==> src/rtl/spi_meas_pkg.sv <==
package spi_meas_pkg;

  localparam int NUM_REGS = 4;
  localparam int ADDR_W   = 6;
  localparam int NIB_W    = 4;
  localparam int SEL_W    = 3;
  localparam logic [SEL_W-1:0] SEL_NONE = SEL_W'(NUM_REGS);

  typedef enum logic [2:0] {
    HS_SEEK,
    HS_ONE,
    HS_ONEONE,
    HS_ADDR,
    HS_DONE
  } hdr_state_e;

  // Map the low address nibble onto a register slot; unknown codes -> SEL_NONE.
  function automatic logic [SEL_W-1:0] decode_nib(input logic [NIB_W-1:0] nib);
    case (nib)
      4'b0000: return SEL_W'(0);
      4'b0001: return SEL_W'(1);
      4'b0010: return SEL_W'(2);
      4'b1011: return SEL_W'(3);
      default: return SEL_NONE;
    endcase
  endfunction

  // Successor slot: the last valid slot and the empty slot both go to slot 0.
  function automatic logic [SEL_W-1:0] next_sel(input logic [SEL_W-1:0] s);
    if (s >= SEL_W'(NUM_REGS - 1)) return '0;
    return s + SEL_W'(1);
  endfunction

endpackage

==> src/rtl/sck_edge_det.sv <==
module sck_edge_det (
  input  logic clk,
  input  logic rst_n,
  input  logic cs_i,
  input  logic sck_i,
  output logic rise_o
);
  logic sck_q;

  always_ff @(posedge clk or negedge rst_n) begin
    if (!rst_n) sck_q <= 1'b0;
    else        sck_q <= sck_i;
  end

  // Only edges seen while selected count.
  assign rise_o = cs_i & sck_i & ~sck_q;
endmodule

==> src/rtl/hdr_addr_det.sv <==
module hdr_addr_det
  import spi_meas_pkg::*;
(
  input  logic             clk,
  input  logic             rst_n,
  input  logic             cs_i,
  input  logic             rise_i,
  input  logic             di_i,
  output logic             hit_o,
  output logic [NIB_W-1:0] nib_o,
  output hdr_state_e       st_o
);
  localparam int ACNT_W = $clog2(ADDR_W);

  hdr_state_e        st;
  logic [ACNT_W-1:0] acnt;
  logic [NIB_W-2:0]  ash;   // only A3..A1 are retained; A5/A4 fall off

  assign hit_o = rise_i && (st == HS_ADDR) && (acnt == ACNT_W'(ADDR_W - 1));
  assign nib_o = {ash, di_i};
  assign st_o  = st;

  always_ff @(posedge clk or negedge rst_n) begin
    if (!rst_n) begin
      st   <= HS_SEEK;
      acnt <= '0;
      ash  <= '0;
    end else if (!cs_i) begin
      st   <= HS_SEEK;
      acnt <= '0;
      ash  <= '0;
    end else if (rise_i) begin
      case (st)
        HS_SEEK:   st <= di_i ? HS_ONE : HS_SEEK;
        HS_ONE:    st <= di_i ? HS_ONEONE : HS_SEEK;
        HS_ONEONE: begin
          if (!di_i) begin
            st   <= HS_ADDR;
            acnt <= '0;
          end
        end
        HS_ADDR: begin
          ash <= {ash[NIB_W-3:0], di_i};
          if (acnt == ACNT_W'(ADDR_W - 1)) st <= HS_DONE;
          else                             acnt <= acnt + ACNT_W'(1);
        end
        default: st <= HS_DONE;
      endcase
    end
  end
endmodule

==> src/rtl/word_streamer.sv <==
module word_streamer
  import spi_meas_pkg::*;
#(
  parameter int WORD_W = 24
) (
  input  logic                             clk,
  input  logic                             rst_n,
  input  logic                             cs_i,
  input  logic                             rise_i,
  input  logic                             hit_i,
  input  logic [NIB_W-1:0]                 nib_i,
  input  logic [NUM_REGS-1:0][WORD_W-1:0]  words_i,
  output logic                             do_o,
  output logic                             active_o
);
  localparam int CNT_W = $clog2(WORD_W);

  logic              active;
  logic [SEL_W-1:0]  sel;
  logic [CNT_W-1:0]  cnt;      // bits still to present in the current word
  logic [WORD_W-1:0] sh;
  logic              do_q;
  logic [WORD_W-1:0] cur_word;

  always_comb begin
    cur_word = '0;
    for (int i = 0; i < NUM_REGS; i++)
      if (sel == SEL_W'(i)) cur_word = words_i[i];
  end

  always_ff @(posedge clk or negedge rst_n) begin
    if (!rst_n) begin
      active <= 1'b0;
      sel    <= '0;
      cnt    <= '0;
      sh     <= '0;
      do_q   <= 1'b0;
    end else if (!cs_i) begin
      active <= 1'b0;
      sel    <= '0;
      cnt    <= '0;
      sh     <= '0;
      do_q   <= 1'b0;
    end else if (rise_i) begin
      if (hit_i) begin
        active <= 1'b1;
        sel    <= decode_nib(nib_i);
        cnt    <= '0;
        do_q   <= 1'b0;
      end else if (active) begin
        if (cnt == '0) begin
          do_q <= cur_word[WORD_W-1];
          sh   <= {cur_word[WORD_W-2:0], 1'b0};
          cnt  <= CNT_W'(WORD_W - 1);
        end else begin
          do_q <= sh[WORD_W-1];
          sh   <= {sh[WORD_W-2:0], 1'b0};
          cnt  <= cnt - CNT_W'(1);
          if (cnt == CNT_W'(1)) sel <= next_sel(sel);
        end
      end
    end
  end

  assign do_o     = do_q;
  assign active_o = active;
endmodule

==> src/rtl/spi_meas_reader.sv <==
module spi_meas_reader
  import spi_meas_pkg::*;
#(
  parameter int WORD_W = 24
) (
  input  logic              clk,
  input  logic              rst_n,
  input  logic              cs_i,
  input  logic              sck_i,
  input  logic              di_i,
  input  logic [WORD_W-1:0] act_energy_i,
  input  logic [WORD_W-1:0] react_energy_i,
  input  logic [WORD_W-1:0] volt_i,
  input  logic [WORD_W-1:0] freq_i,
  output logic              do_o,
  output logic              do_oe_o
);
  logic                            sck_rise;
  logic                            hit;
  logic [NIB_W-1:0]                nib;
  hdr_state_e                      hdr_st;
  logic                            stream_on;
  logic [NUM_REGS-1:0][WORD_W-1:0] words;

  assign words[0] = act_energy_i;
  assign words[1] = react_energy_i;
  assign words[2] = volt_i;
  assign words[3] = freq_i;

  sck_edge_det u_edge (
    .clk    (clk),
    .rst_n  (rst_n),
    .cs_i   (cs_i),
    .sck_i  (sck_i),
    .rise_o (sck_rise)
  );

  hdr_addr_det u_det (
    .clk    (clk),
    .rst_n  (rst_n),
    .cs_i   (cs_i),
    .rise_i (sck_rise),
    .di_i   (di_i),
    .hit_o  (hit),
    .nib_o  (nib),
    .st_o   (hdr_st)
  );

  word_streamer #(.WORD_W(WORD_W)) u_stream (
    .clk      (clk),
    .rst_n    (rst_n),
    .cs_i     (cs_i),
    .rise_i   (sck_rise),
    .hit_i    (hit),
    .nib_i    (nib),
    .words_i  (words),
    .do_o     (do_o),
    .active_o (stream_on)
  );

  assign do_oe_o = cs_i;
endmodule

==> config.mk <==
export PLATFORM = sky130hd
export DESIGN_NAME = spi_meas_reader
export DESIGN_NICKNAME = d
export VERILOG_FILES = /design/src/rtl/spi_meas_pkg.sv /design/src/rtl/sck_edge_det.sv /design/src/rtl/hdr_addr_det.sv /design/src/rtl/word_streamer.sv /design/src/rtl/spi_meas_reader.sv
export SDC_FILE = /design/constraint.sdc
export NUM_CORES = 1
export LEC_CHECK = 0
export ABC_AREA = 0
export BUFFER_PORTS_ARGS = -buffer_cell sky130_fd_sc_hd__buf_2
export CAP_MARGIN = 40
export CORE_MARGIN = 10
export CORE_UTILIZATION = 41
export DETAILED_ROUTE_END_ITERATION = 12
export PLACE_DENSITY = 0.66
export SLEW_MARGIN = 20
export SYNTH_ARGS = -nofsm -noshare
export SYNTH_HDL_FRONTEND = slang
export SYNTH_SLANG_ARGS = --single-unit
==> constraint.sdc <==
create_clock -name clk -period 2.85 [get_ports clk]
set_input_delay 0.855 -clock clk [delete_from_list [all_inputs] [get_ports clk]]
set_output_delay 0.855 -clock clk [all_outputs]
set_load 0.02 [all_outputs]
==> impl_metrics.csv, run 1 <==
group,metric,value,unit
critical_path,worstPathRequired,3.03,ns
power_and_ir_drop,p_clk_share,18.1,%
route,drt_first_pass_iters,4,
placement,hpwl,7.66,mm
sta,finalHoldViolations,0,
sta,setup_viol,0,
clocking,cts_post_setup_buffers_inserted,0,
critical_path,crit_type,"flip-flop to flip-flop",
grt,grtUsageTotal,14.9,%
synth,ys_seq_area_share,32.3,%
final_layout,drive_gt1_share,34.2,%
sta,rsz0062_at_grt,"false",
sta,finalClockSkew,0.00817,ns
sta,worstMarginPinSlew,0.807,ns
power_and_ir_drop,power.net_switching,962,uW
sta,slew_viol_final,0,
floorplanning,die-area,12100,um2
power_and_ir_drop,combPwrFrac,53.1,%
final_layout,diodes,0,
power_and_ir_drop,p_leak,0.00188,uW
clocking,clock_latency,0.31,ns
clocking,clk_pin_slew_worst_paths,0.09,ns
final_layout,stdcell_count,579,
critical_path,worst_ep_arrival_time,2.33,ns
grt,grt_max_degree,49,
floorplanning,die_x,110,um
sta,holdWs,0.388,ns
sta,relSlewSlack,46.2,%
synth,yosysWarnings,0,
route,vias,3145,
synth,synth_edf_count,0,
clocking,clock_path_buffers,2,
critical_path,r2r-end,"u_stream.sh[3]",
final_layout,design_area,4010,um2
critical_path,r2r-start,"u_stream.sel[1]",
power_and_ir_drop,internal_power,1260,uW
synth,synthFlopType,"dfrtp_1",
power_and_ir_drop,pwr-share-seq,28.9,%
floorplanning,dieHeight,110,um
floorplanning,ioPinCount,103,
sta,finalSetupTns,0,ns
outcome,status,"completed",
critical_path,r2r_cells,6,
synth,ys_ff_latch,43,
grt,grt_pass1_wl,14.7,mm
critical_path,slowest_stage,"or2_1",
synth,synth_area,3330,um2
route,first_iter_violations,120,
grt,overflow,0,
route,drc,0,
synth,synth_cell_type_count,49,
clocking,htree_levels,2,
route,wl,9.76,mm
clocking,cts_buffers,5,
placement,placed_area,3910,um2
critical_path,cp-start-kind,"flip-flop",
sta,timing.final.crit_share,75.6,%
floorplanning,core,7810,um2
placement,dp_cells,571,
sta,fmax,464,MHz
critical_path,crit_chain,"ha_1, ha_1, or2_1, a21oi_1, a221oi_1, o32ai_1",
floorplanning,initial_core_util,42.7,%
critical_path,cpMostUsedCell,"ha_1",
critical_path,r2r_setup_slack,0.70,ns
route,wl_per_cell,16.9,um
clocking,hold_buffers,0,
clocking,cts_resized,0,
clocking,cts_tree,"built",
power_and_ir_drop,power_density,555,nW/um2
floorplanning,num_rows,32,
run,cap_violations,0,
critical_path,cp-end-kind,"flip-flop",
grt,antenna_found_initial,0,
power_and_ir_drop,swShare,43.3,%
hold_path,hp-class,"input port to asynchronous set/reset pin",
final_layout,syn2layout_area_growth,20.2,%
synth,synth_nets,498,
placement,io_buffer_count,102,
clocking,root_buffer,"clkbuf_8",
grt,grt_pass1_vias,3000,
final_layout,final_common_cell,"buf_2",
synth,postSynth.asyncResetShare,100,%
final_layout,final_cell_mix,"buf_2 (102), inv_1 (54), a21oi_1 (51), dfrtp_1 (43), nor2_1 (37)",
critical_path,cp_max_fo,23,
clocking,clock_sinks,43,
placement,routabilityCongestion,0.966,
route,viasPerCell,5.43,
route,final_antenna_net_count,0,
sta,period_minus_slack,2.15,ns
synth,syn_inst,387,
final_layout,fill_cells,754,
synth,avgSynthCellArea,8.61,um2
power_and_ir_drop,ir_drop,0.374,mV
critical_path,cp_slowest_stage_delay,0.63,ns
final_layout,final_nets,587,
## power by group through the flow
| stage | registers (uW) | clock network, uW | logic [uW] |
|---|---|---|---|
| 2_1_floorplan | 648 | 0 | 874 |
| 5_1_grt | 645 | 441 | 1300 |
| 3_5_place_dp | 652 | 0 | 1190 |
| 4_1_cts | 640 | 416 | 1190 |
| 3_3_place_gp | 652 | 0 | 1170 |
| 6_report | 641 | 402 | 1180 |
## synthesized netlist by cell type, drive strengths merged (2+ instances only)
library cell  instances  area, um2
mux2                  3       33.8
nand3                 3       15.0
a21oi                51        255
nand2b                3       18.8
a221oi               24        323
inv                  54        203
or2                   2       12.5
mux2i                 6       60.1
nor3                  3       15.0
nor2b                 3       18.8
nand3b                6       45.0
buf                  13       82.6
clkbuf               17       63.8
a311oi                2       17.5
or3                   2       12.5
xnor2                 3       26.3
nand2                28        105
o21ai                30        150
nor4                  2       12.5
dfrtp                43       1080
o32ai                23        352
ha                   10        125
nor2                 37        139
## layout make-up
cell class | count | area [um2] | area share, %
tap | 102 | 128 | 3.19
multi-input combinational | 260 | 1920 | 48.0
inverter | 54 | 203 | 5.06
timing repair buffer | 112 | 586 | 14.6
clock inverter | 3 | 23.8 | 0.594
sequential | 43 | 1080 | 26.9
clock buffer | 5 | 68.8 | 1.72
## registers in the layout (all words and copies together) (netlist names), 3 cells and up
name,cells
u_det.ash,3
u_det.acnt,3
u_det.st_o,3
u_stream.cnt,5
u_stream.sel,3
u_stream.sh,23
## stage by stage
stage                     setup slack, ns  util (%)  power [uW]
after floorplan                     0.793         -        1520
after global placement              0.545      50.1        1830
after detailed placement            0.472      50.1        1840
after CTS                           0.713      51.3        2240
after global routing                0.504      51.3        2390
final                               0.696      51.3        2220
## routing by layer
metal  track usage, %  vias to the layer above  wire, um
met5                0                        -         0
met4             5.23                        0       203
met3             3.42                       13       706
met2             24.4                       78      4530
met1             18.8                     1492      4320
li1                 -                     1562         -
## cell families (layout without fill, tap and decap cells)
family | Yosys count | count (layout) | share of synthesized area [%]
AO/OA/AOI/OAI | 142 | 142 | 36.0
buffers and inverters | 84 | 174 | 10.5
flip-flops | 43 | 43 | 32.3
AND/OR/NAND/NOR | 96 | 96 | 13.9
adder cells (fa/ha/maj) | 10 | 10 | 3.75
multiplexers | 9 | 9 | 2.82
XOR/XNOR | 3 | 3 | 0.788
## worst max-delay path: cells and delay by family (launching register included)
family	cells	cell delay, ns
AO/OA/AOI/OAI	3	0.64
AND/OR/NAND/NOR	1	0.63
flip-flops	1	0.42
adder cells (fa/ha/maj)	2	0.33
## how the worst max path moves through the flow
stage,startpoint,endpoint,slack [ns],cells after the start
after floorplan,sck_i,u_stream.sh[10],0.79,4
after global placement,sck_i,u_stream.sh[5],0.54,5
after detailed placement,sck_i,u_stream.sh[5],0.47,5
after CTS,u_stream.sel[0],u_stream.do_o,0.71,6
after global routing,u_stream.sel[1],u_stream.sh[2],0.50,6
final,u_stream.sel[1],u_stream.sh[3],0.70,6
(Power assumes the default switching activity.)
==> run 2: changes to the inputs <==
- clock period: 2.85 -> 2 ns (I/O delays scaled with it)
==> run 2 against run 1 <==
Effect of this change: clock power rose by 64%; power up 57%; hold slack got worse by 0.13 ns; first-iteration DRC count grew 9.2%; maximum frequency up 10%; global-route usage up 1.1 points; final area increased by 7.1%; setup slack worse by 0.65 ns; sequential power is 42% higher; die area is the same; combinational power grew 64%; core utilization up 3.6 points; critical path type unchanged; critical endpoint is now u_stream.sh[23]; largest cell class unchanged; highest routed layer unchanged.
==> impl_metrics.csv, run 2 (synthesis gave the netlist of run 1 again) <==
group,metric,value,unit
floorplanning,initial_core_util,42.7,%
sta,finalClockSkew,0.00988,ns
placement,pre_cts_slack,0.0576,ns
final_layout,syn2layout_area_growth,28.6,%
sta,period_minus_slack,1.95,ns
sta,fmax,512,MHz
floorplanning,die_x,110,um
power_and_ir_drop,swShare,39.6,%
clocking,clock_latency,0.29,ns
final_layout,final_common_cell,"buf_2",
sta,rsz0062_at_grt,"true",
clocking,hold_buffers,0,
outcome,status,"completed",
sta,finalHoldViolations,0,
clocking,clock_path_buffers,2,
power_and_ir_drop,ir_drop,0.357,mV
power_and_ir_drop,combPwrFrac,55.1,%
floorplanning,die-area,12100,um2
route,viasPerCell,5.38,
sta,setup_ws,0.0456,ns
route,final_antenna_net_count,0,
hold_path,hp-class,"input port to asynchronous set/reset pin",
grt,grt_max_degree,44,
critical_path,cp-start-kind,"flip-flop",
critical_path,critPathLaunch,"u_stream.sel[0]",
final_layout,postLayoutCoreUtil,54.9,%
power_and_ir_drop,power.net_switching,1380,uW
final_layout,final_cell_mix,"buf_2 (102), inv_1 (54), a21oi_1 (48), dfrtp_1 (43), nor2_1 (37)",
grt,grtUsageTotal,15.9,%
critical_path,r2r-end,"u_stream.sh[23]",
clocking,clock_sinks,43,
run,cap_violations,0,
critical_path,crit_type,"flip-flop to flip-flop",
power_and_ir_drop,internal_power,2110,uW
power_and_ir_drop,pwr-share-seq,26.1,%
placement,io_buffer_count,102,
clocking,htree_levels,2,
sta,holdWs,0.261,ns
floorplanning,num_rows,32,
sta,relSlewSlack,74.8,%
route,wl_per_cell,17.0,um
power_and_ir_drop,power,3500,uW
grt,grt_pass1_wl,15.7,mm
floorplanning,ioPinCount,103,
critical_path,worst_ep_arrival_time,2.16,ns
floorplanning,dieHeight,110,um
final_layout,regMostFlops,"u_stream.sh",
grt,overflow,0,
clocking,clk_pin_slew_worst_paths,0.08,ns
placement,hpwl,7.92,mm
critical_path,cp-end-kind,"flip-flop",
power_and_ir_drop,power_density,815,nW/um2
critical_path,cp_max_fo,23,
critical_path,r2r_cells,7,
critical_path,worstPathRequired,2.20,ns
sta,timing.final.crit_share,97.7,%
final_layout,largest_reg_flops,23,
sta,slew_viol_final,0,
clocking,root_buffer,"clkbuf_8",
floorplanning,core,7810,um2
final_layout,drive_gt1_share,37.6,%
final_layout,final_nets,609,
power_and_ir_drop,p_leak,0.00203,uW
route,drc,0,
critical_path,r2r-start,"u_stream.sel[0]",
final_layout,top_regs,"u_stream.sh x23, u_stream.cnt x5",
placement,routabilityCongestion,0.932,
clocking,cts_buffers,5,
power_and_ir_drop,p_clk_share,18.9,%
grt,grt_pass1_vias,3185,
sta,finalSetupTns,0,ns
route,vias,3231,
route,drt_first_pass_iters,4,
sta,worstMarginPinSlew,0.374,ns
grt,antenna_found_initial,0,
route,first_iter_violations,131,
sta,setup_viol,0,
route,wl,10.2,mm
clocking,cts_tree,"built",
critical_path,r2r_setup_slack,0.05,ns
-- run 2: cell type report --
class                           count  area (um2)
Sequential cell                    43        1080
Multi-Input combinational cell    260        1940
Fill cell                         720        3520
Tap cell                          102         128
Timing Repair Buffer              134         838
Clock inverter                      1        30.0
Inverter                           54         203
Antenna cell                        1        2.50
Clock buffer                        6        72.6
-- run 2: power by group through the flow --
stage	registers, uW	clock network (uW)	logic, uW
after floorplan	924	0	1250
after global placement	928	0	1860
after detailed placement	929	0	1890
after CTS	911	679	1900
after global routing	915	714	2100
final	911	659	1930
-- run 2: critical path, stage by stage (launching register included) --
cell      delay, ns
dfrtp_1        0.42
ha_1           0.21
ha_1           0.23
or2_1          0.22
buf_4          0.22
a21oi_1        0.20
a221oi_2       0.11
o32ai_2        0.25
-- run 2: per-layer routing --
layer  part of all wire, %  track usage, %
met1                    41            20.0
met2                    49            27.3
met3                   8.4            3.37
met4                   1.5            3.94
met5                     0               0
-- run 2: how the worst max path moves through the flow --
stage	end	slack (ns)
after floorplan	u_stream.sh[10]	0.01
after global placement	u_stream.do_o	0.04
after detailed placement	u_stream.do_o	0.06
after CTS	u_stream.do_o	0.02
after global routing	u_stream.sh[23]	-0.02
final	u_stream.sh[23]	0.05
-- run 2: what timing repair did --
action / in CTS / in global routing
resized for setup: 0 / 4
endpoints found under the setup margin: 0 / 8
setup buffers: 0 / 1
-- run 2: through the flow --
step	cell area [um2]	std cells
final	4290	601
after global routing	4290	600
after CTS	4260	599
after floorplan	3330	387
after detailed placement	4160	592
after global placement	4160	592
==> run 3: changes to the inputs <==
- ABC_AREA: 0 -> 1
==> run 3 against run 2 <==
Effect of this change: first-iteration DRC count rose by 66%; cell count rose by 23%; wire length fell by 4.4%; sequential share of layout area rose by 1.4 points; non-clock buffer count fell by 21; area after synthesis fell by 0.23%; largest cell class unchanged; maximum frequency rose by 15%; flip-flop and latch count did not move; power rose by 5.7%; sequential power rose by 15%.
==> impl_metrics.csv, run 3 <==
group,metric,value,unit
route,drt_first_pass_iters,5,
critical_path,crit_chain,"ha_1, ha_1, inv_1, buf_4, o21ai_0, inv_1, nand2_1, nand2_1, nand3_1, nand2_1",
critical_path,r2r-start,"u_stream.sel[0]",
route,wl_met2,4.35,mm
critical_path,crit_cells,10,
run,cap_violations,0,
synth,synth_common_cells,"nand2_1 (222), inv_1 (64), a21oi_1 (49), dfrtp_1 (43), nand3_1 (39)",
floorplanning,ioPinCount,103,
synth,avgSynthCellArea,6.15,um2
critical_path,slowest_stage,"dfrtp_1",
route,vias,3611,
synth,synth_area,3330,um2
floorplanning,die-area,12100,um2
final_layout,diodes,0,
synth,postSynth.asyncResetShare,100,%
synth,synth_cell_type_count,23,
final_layout,regMostFlops,"u_stream.sh",
power_and_ir_drop,power,3700,uW
sta,finalClockSkew,0.0119,ns
synth,yosysMostFrequentCell,"nand2_1",
synth,ys_ff_latch,43,
critical_path,r2r_cells,10,
final_layout,largest_reg_flops,23,
critical_path,crit_buf_inv,3,
floorplanning,num_rows,32,
final_layout,fill_cells,809,
sta,relSlewSlack,69.5,%
clocking,htree_levels,2,
sta,rsz0062_at_grt,"false",
route,wl_met3,860,um
sta,fmax,587,MHz
placement,hpwl,7.40,mm
floorplanning,dieHeight,110,um
synth,synth_nets,652,
grt,grt_pass1_wl,15.4,mm
floorplanning,die_x,110,um
synth,synth_edf_count,0,
sta,timing.final.crit_share,85.2,%
clocking,cts_buffers,5,
critical_path,crit_type,"flip-flop to flip-flop",
grt,antenna_found_initial,0,
synth,synth.largest_area_cell,"dfrtp_1",
floorplanning,core,7810,um2
clocking,clock_latency,0.30,ns
critical_path,cpMostUsedCell,"nand2_1",
power_and_ir_drop,ir_drop,0.713,mV
clocking,hold_buffers,0,
critical_path,cp-endpoint,"u_stream.do_o",
route,viasPerCell,4.89,
sta,finalSetupTns,0,ns
critical_path,cp-start-kind,"flip-flop",
critical_path,r2r_setup_slack,0.30,ns
sta,worstMarginPinSlew,0.458,ns
synth,synth_area_leaders,"dfrtp_1 (32%), nand2_1 (25%), a21oi_1 (7.4%)",
critical_path,cp_max_fo,25,
critical_path,cp_slowest_stage_delay,0.43,ns
clocking,cts_tree,"built",
grt,grtUsageTotal,15.2,%
grt,grt_pass1_vias,3297,
hold_path,hp-class,"input port to asynchronous set/reset pin",
critical_path,cpLargestDelayFamily,"flip-flops",
sta,period_minus_slack,1.70,ns
route,wl,9.75,mm
final_layout,final_cell_mix,"nand2_1 (222), buf_2 (102), inv_1 (64), a21oi_1 (49), dfrtp_1 (43)",
clocking,root_buffer,"clkbuf_8",
final_layout,syn2layout_area_growth,22.2,%
placement,routabilityCongestion,0.922,
critical_path,r2r-end,"u_stream.do_o",
synth,ys_seq_area_share,32.4,%
critical_path,worstPathRequired,2.24,ns
route,met1Wirelength,4.45,mm
grt,grt_max_degree,48,
final_layout,final_nets,746,
synth,yosysWarnings,0,
final_layout,drive_gt1_share,21.9,%
route,final_antenna_net_count,0,
clocking,clock_sinks,43,
route,top_layer_used,"met4",
clocking,cts_post_setup_buffers_inserted,0,
outcome,status,"completed",
power_and_ir_drop,power_density,910,nW/um2
critical_path,critPathLaunch,"u_stream.sel[0]",
final_layout,final_common_cell,"nand2_1",
power_and_ir_drop,p_leak,0.00216,uW
route,wl_per_cell,13.2,um
route,drc,0,
placement,io_buffer_count,102,
critical_path,cp-end-kind,"flip-flop",
sta,finalHoldViolations,0,
floorplanning,initial_core_util,42.6,%
final_layout,top_regs,"u_stream.sh x23, u_stream.cnt x5",
grt,overflow,0,
critical_path,worst_ep_arrival_time,1.94,ns
synth,synthFlopType,"dfrtp_1",
clocking,clock_path_buffers,2,
clocking,clk_pin_slew_worst_paths,0.09,ns
sta,slew_viol_final,0,
route,first_iter_violations,217,
sta,setup_viol,0,
clocking,cts_resized,0,
synth,syn_inst,541,
synth,synth_top_area_share,32.4,%
==> run 3: cell types whose count changed in the layout (fill, tap and decap cells not counted), sizes merged, moves of 5 or more <==
cell | previous run | this run
nor2 | 37 | 21
nand3 | 3 | 42
inv | 54 | 71
nand4 | 0 | 6
buf | 134 | 113
nand2 | 28 | 222
nand3b | 6 | 1
o32ai | 23 | 0
o21ai | 30 | 43
a221oi | 24 | 0
mux2i | 6 | 0
==> run 3: worst min-delay path by stage <==
stage | from | to | cells past startpoint
finish | rst_n | u_stream.sh[12] | 1
floorplan | rst_n | u_det.acnt[0] | 0
global placement | u_stream.sh[9] | u_stream.sh[9] | 2
CTS | rst_n | u_stream.sh[12] | 1
detailed placement | u_stream.sh[10] | u_stream.sh[10] | 2
global route | rst_n | u_stream.sh[12] | 1
==> run 3: area by class of cell <==
class | count | area [um2] | area share, %
Sequential cell | 43 | 1080 | 26.5
Inverter | 71 | 267 | 6.56
Timing Repair Buffer | 113 | 631 | 15.5
Clock inverter | 3 | 43.8 | 1.08
Multi-Input combinational cell | 401 | 1850 | 45.5
Clock buffer | 5 | 68.8 | 1.69
Tap cell | 102 | 128 | 3.14
==> run 3: cells by family after synthesis <==
logic type,Yosys count,synth area share [%]
buffers and inverters,97,12.2
AND/OR/NAND/NOR,296,36.8
AO/OA/AOI/OAI,95,14.9
flip-flops,43,32.4
adder cells (fa/ha/maj),10,3.76
==> run 3: power breakdown <==
group	total (uW)	switching, uW	internal (uW)
clock network	687	315	372
logic	1960	1230	730
registers	1050	95.9	950
total	3700	1640	2050
==> run 3: metrics by stage <==
step	setup WS (ns)	hold WS (ns)	instances	area, um2	util, %
after floorplan	0.343	0.304	541	3330	-
final	0.296	0.230	738	4060	52.0
after global routing	0.109	0.262	738	4060	52.0
after global placement	0.172	0.462	730	3950	50.6
after CTS	0.271	0.243	738	4060	52.0
after detailed placement	0.142	0.465	730	3950	50.6
==> run 3: metal layers <==
metal  global-route usage [%]  vias up
li1                         -     1882
met1                     20.0     1595
met2                     25.4      124
met3                     3.02       10
met4                     3.16        0
met5                        0        -
